<file path="src/rtl/cardclk_pkg.sv">
`timescale 1ns/1ps
package cardclk_pkg;
  typedef enum logic [1:0] {
    MODE_CARD     = 2'b00,
    MODE_SPI      = 2'b01,
    MODE_OFF      = 2'b10,
    MODE_CARD_SPI = 2'b11
  } xferMode_e;

  // Boundary strobes from control to datapath
  typedef struct packed {
    logic load;  // start a fresh period with the staged ratio
    logic halt;  // boundary reached, no further period
  } periodStrobe_t;
endpackage

</file>
<file path="src/rtl/cardclk_ctrl.sv">
`timescale 1ns/1ps
module cardclk_ctrl
  import cardclk_pkg::*;
#(
  parameter int RATIO_W = 8
) (
  input  logic               clk,
  input  logic               rstN,
  input  logic               wrEn,
  input  logic [RATIO_W-1:0] wrRatio,
  input  logic [1:0]         xferMode,
  input  logic               cardReq,
  input  logic               spiReq,
  input  logic               lastTick,
  output periodStrobe_t      strobe,
  output logic [RATIO_W-1:0] nextRatio,
  output logic               nextSpi,
  output logic               running
);
  logic [RATIO_W-1:0] regRatio;
  logic reqSel, boundary, go;

  always_comb begin
    unique case (xferMode_e'(xferMode))
      MODE_CARD, MODE_CARD_SPI: reqSel = cardReq;
      MODE_SPI:                 reqSel = spiReq;
      default:                  reqSel = 1'b0;
    endcase
  end

  assign boundary    = !running || lastTick;
  assign go          = reqSel && (regRatio != '0);
  assign strobe.load = boundary && go;
  assign strobe.halt = boundary && !go;
  assign nextRatio   = regRatio;
  assign nextSpi     = (xferMode == MODE_SPI);

  always_ff @(posedge clk or negedge rstN) begin
    if (!rstN) begin
      running  <= 1'b0;
      regRatio <= '0;
    end else begin
      if (boundary) running <= go;
      if (wrEn) regRatio <= wrRatio;
    end
  end
endmodule

</file>
<file path="src/rtl/cardclk_datapath.sv">
`timescale 1ns/1ps
module cardclk_datapath
  import cardclk_pkg::*;
#(
  parameter int RATIO_W = 8
) (
  input  logic               clk,
  input  logic               rstN,
  input  periodStrobe_t      strobe,
  input  logic [RATIO_W-1:0] nextRatio,
  input  logic               nextSpi,
  output logic               lastTick,
  output logic               phaseAct,
  output logic               selSpi
);
  localparam logic [RATIO_W-1:0] ONE = RATIO_W'(1);

  logic [RATIO_W-1:0] cnt, curRatio, cntInc, curHalf, nextHalf;
  logic phaseReg, bypassReg, gateEn;

  assign cntInc   = cnt + ONE;
  assign curHalf  = curRatio >> 1;
  assign nextHalf = nextRatio >> 1;
  assign lastTick = (cnt == curRatio - ONE);

  always_ff @(posedge clk or negedge rstN) begin
    if (!rstN) begin
      cnt       <= '0;
      curRatio  <= '0;
      selSpi    <= 1'b0;
      phaseReg  <= 1'b0;
      bypassReg <= 1'b0;
    end else if (strobe.load) begin
      cnt       <= '0;
      curRatio  <= nextRatio;
      selSpi    <= nextSpi;
      phaseReg  <= (nextHalf != '0);
      bypassReg <= (nextRatio == ONE);
    end else if (strobe.halt) begin
      cnt       <= '0;
      phaseReg  <= 1'b0;
      bypassReg <= 1'b0;
    end else begin
      cnt      <= cntInc;
      phaseReg <= (cntInc < curHalf);
    end
  end

  // Pass-through enable changes only while the reference is low
  always_ff @(negedge clk or negedge rstN) begin
    if (!rstN) gateEn <= 1'b0;
    else       gateEn <= bypassReg;
  end

  assign phaseAct = phaseReg | (clk & gateEn);
endmodule

</file>
<file path="src/rtl/cardclk_gen.sv">
`timescale 1ns/1ps
module cardclk_gen
  import cardclk_pkg::*;
#(
  parameter int RATIO_W = 8
) (
  input  logic               clk,
  input  logic               rstN,
  input  logic               wrEn,
  input  logic [RATIO_W-1:0] wrRatio,
  input  logic [1:0]         xferMode,
  input  logic               cardReq,
  input  logic               spiReq,
  input  logic               spiPol,
  output logic               cardClk,
  output logic               spiClk
);
  periodStrobe_t      strobe;
  logic [RATIO_W-1:0] nextRatio;
  logic nextSpi, running, lastTick, phaseAct, selSpi;

  cardclk_ctrl #(.RATIO_W(RATIO_W)) u_ctrl (
    .clk(clk), .rstN(rstN), .wrEn(wrEn), .wrRatio(wrRatio),
    .xferMode(xferMode), .cardReq(cardReq), .spiReq(spiReq),
    .lastTick(lastTick), .strobe(strobe), .nextRatio(nextRatio),
    .nextSpi(nextSpi), .running(running)
  );

  cardclk_datapath #(.RATIO_W(RATIO_W)) u_dp (
    .clk(clk), .rstN(rstN), .strobe(strobe), .nextRatio(nextRatio),
    .nextSpi(nextSpi), .lastTick(lastTick), .phaseAct(phaseAct),
    .selSpi(selSpi)
  );

  assign cardClk = !selSpi && phaseAct;
  assign spiClk  = spiPol ^ (selSpi && phaseAct);
endmodule

</file>
<file path="config.mk">
export PLATFORM = sky130hd
export DESIGN_NAME = cardclk_gen
export DESIGN_NICKNAME = d
export VERILOG_FILES = /design/src/rtl/cardclk_pkg.sv /design/src/rtl/cardclk_ctrl.sv /design/src/rtl/cardclk_datapath.sv /design/src/rtl/cardclk_gen.sv
export SDC_FILE = /design/constraint.sdc
export NUM_CORES = 1
export LEC_CHECK = 0
export BUFFER_PORTS_ARGS = -buffer_cell sky130_fd_sc_hd__buf_2
export CELL_PAD_IN_SITES_DETAIL_PLACEMENT = 1
export CELL_PAD_IN_SITES_GLOBAL_PLACEMENT = 1
export CORE_MARGIN = 2
export CORE_UTILIZATION = 46
export CTS_CLUSTER_SIZE = 16
export DETAILED_ROUTE_END_ITERATION = 10
export GPL_ROUTABILITY_DRIVEN = 0
export HOLD_SLACK_MARGIN = 0.03
export PLACE_DENSITY = 0.88
export SETUP_SLACK_MARGIN = 0.2
export SLEW_MARGIN = 15
export SYNTH_ARGS = -nofsm -noshare
export SYNTH_HDL_FRONTEND = slang
export SYNTH_SLANG_ARGS = --single-unit
</file>
<file path="constraint.sdc">
create_clock -name clk -period 2.72 [get_ports clk]
set_input_delay 0.136 -clock clk [delete_from_list [all_inputs] [get_ports clk]]
set_output_delay 0.136 -clock clk [all_outputs]
set_load 0.005 [all_outputs]
</file>
==> impl_metrics.ini <==
[logic_synthesis]
ys_types = 38
synthesis.nets = 177
syn_avg_cell_area_um2 = 11.08
synth-async-reset-ratio_pct = 100.0
synth.yosys.seq_area_share_pct = 43.38
synth_top_area_cell = dfrtp_1
synth_enable_flop_cells = 0
ys.flop_type = dfrtp_1
ys_warn_count = 0
synth_top_area_share_pct = 41.88
synthTopCellsByArea = dfrtp_1, mux2_4, ha_1
ys_seq_elements = 29
syn_area_um2 = 1673
syn_inst = 151

[routing]
drt-initial-drc-count = 62
vias = 1355
drc = 0
wl_um = 4670
dr.pass1.iters = 4
antenna_left = 0
via_per_inst = 5.646
wl_per_cell_um = 19.46

[cells_and_area]
nets = 218
final_layout_size_suffix_gt1_share_pct = 31.96
final_cells = 240
areaGrowthSynthToFinish_pct = 25.73
final_cell_mix = dfrtp_1, buf_2, xnor2_1, clkbuf_4, inv_1
antennaDiodeCount = 0
layout_commonest_cell = dfrtp_1

[placed_design]
io_buffers = 17
dp.cells = 211
dp_hpwl_um = 2972

[floorplan]
row_count = 21
dieArea_um2 = 4135
coreArea_um2 = 3416
floorplan.initialDensity_pct = 48.97
ios = 18
die-width_um = 64.31
die_y_um = 64.31

[sta]
slew_headroom_pct = 75.01
report.final.slew_viol_count = 0
setup_slack_ns = -0.3752
hold_viol_final = 0
worstMarginPinSlew_ns = 0.3749
fin_worst_skew_ns = 0.01548
rsz0062_at_grt = true
setup_viol = 2
hold_ws_ns = 0.07638

[worst_setup_path]
critPathLaunchType = register
crit_buf_inv = 3
crit_slowest_cell = dfrtn_1
worstPathCellList = a21oi_2 -> buf_4 -> buf_8 -> nor2b_4 -> xor2_1 -> buf_2
critical_path_class = reg2out
crit_arrival_ns = 2.96
required_ns = 2.58
slowest_delay_ns = 0.44
worst-path-max-fanout = 2
crit_family = flip-flops
end_kind = output port

[global_routing]
grt_pass1_wl_um = 7962
gr-total-overflow = 0
grt_max_degree = 29
grt.total_usage_pct = 27.36
grt_pass1_vias = 1672
antenna_found_initial = 0

[power_and_ir_drop]
p_per_area_nw_per_um2 = 462.8
irDropWorstVdd_v = 0.0003987
leakagePower_nw = 0.9844

[clock_network]
clk_latency_ns = 0.47
cts_tree = done
clk_pin_slew_ns = 0.10

[status]
violations = negative setup slack
status = complete, but fails checks

[job]
maxCapViolCount = 0

[hold_path]
hold_path.class = in2reg
[registers in the layout, indices dropped and copies added, names as in the netlist]
signal,flops
u_ctrl.running,1
u_dp.gateEn,1
u_dp.bypassReg,1
u_ctrl.nextRatio,8
u_dp.curRatio,8
u_dp.cnt,8
u_dp.phaseReg,1
u_dp.selSpi,1
[path summary, 6_finish.rpt]
path	slack [ns]	endpoint	cells after the start	start
worst min register to register	0.53	u_dp.bypassReg$_DFFE_PN0P_	1	u_dp.bypassReg$_DFFE_PN0P_
worst max register to register	0.31	u_dp.curRatio[3]$_DFFE_PN0N_	8	u_dp.curRatio[0]$_DFFE_PN0N_
min in group asynchronous	0.23	u_dp.cnt[4]$_DFF_PN0_	3	rstN
max in group asynchronous	1.36	u_dp.gateEn$_DFF_NN0_	2	rstN
worst max-delay path	-0.38	spiClk	6	u_dp.gateEn$_DFF_NN0_
worst min-delay path	0.08	u_ctrl.nextRatio[7]$_DFFE_PN0P_	2	wrEn
[stage by stage]
stage | setup TNS, ns | cell area, um^2 | power, W | utilization [%] | setup WS (ns)
floorplan | 0 | 1673 | 0.0004805 | - | 0.4937
global placement | 0 | 1803 | 0.0005045 | 52.78 | 0.3641
detailed placement | 0 | 1803 | 0.0005095 | 52.78 | 0.2122
CTS | -0.6560 | 2057 | 0.0009677 | 60.22 | -0.3710
global route | -0.8215 | 2103 | 0.001025 | 61.58 | -0.4368
finish | -0.6676 | 2103 | 0.0009735 | 61.58 | -0.3752
[timing repair]
item,in CTS,in global routing
pin swaps,1,2
buffers inserted,1,1
gates resized for setup,4,6
endpoints found under the hold margin,36,0
cloned,0,0
hold buffers,9,0
setup endpoints to repair,4,12
[Yosys cell counts, types with 3 or more instances]
| cell | instances |
|---|---|
| dfrtp_1 | 28 |
| o21ai_0 | 3 |
| clkbuf_1 | 3 |
| nand3_1 | 6 |
| mux2_4 | 9 |
| ha_1 | 10 |
| nand2_1 | 7 |
| nor2_1 | 7 |
| xor2_1 | 5 |
| xnor2_1 | 12 |
| mux2_2 | 8 |
| nor3_1 | 4 |
| nor2b_1 | 7 |
| a21oi_1 | 3 |
| and3_1 | 3 |
| inv_1 | 11 |
[final cells by class]
cell class / instances / area, um^2
well taps: 46 / 57.56
fillers: 381 / 1313
multi-input cells: 106 / 912.1
repair buffers: 27 / 200.2
inverters: 11 / 41.29
clock inverters: 1 / 5.005
flip-flops and latches: 29 / 725.7
clock buffers: 20 / 161.4
[routing by layer]
layer	up-vias	GRT usage, %	part of all wire (%)
li1	609	-	-
met1	668	27.38	39
met2	56	42.84	51
met3	22	14.79	5.5
met4	0	19.95	4.5
met5	-	0	0
[worst register-to-register path, delay by kind of cell (launching register included)]
family	cells	cell delay, ns
AO/OA/AOI/OAI	2	0.59
XOR/XNOR	1	0.13
adder cells (fa/ha/maj)	1	0.31
buffers and inverters	2	0.24
flip-flops	1	0.48
multiplexers	1	0.30
AND/OR/NAND/NOR	1	0.24
[power breakdown]
part	leakage (nW)	total, W	internal [W]	switching [W]
Clock	0.112	0.000460	0.000249	0.000211
Combinational	0.505	0.0000591	0.0000319	0.0000272
Sequential	0.367	0.000454	0.000443	0.0000116
[logic make-up after synthesis]
kind of cell	share of synthesized area, %
adder cells (fa/ha/maj)	7.479
AND/OR/NAND/NOR	13.91
flip-flops	43.38
XOR/XNOR	8.900
AO/OA/AOI/OAI	7.479
buffers and inverters	4.113
multiplexers	14.73
No activity file was read; power rests on OpenSTA's default activity.
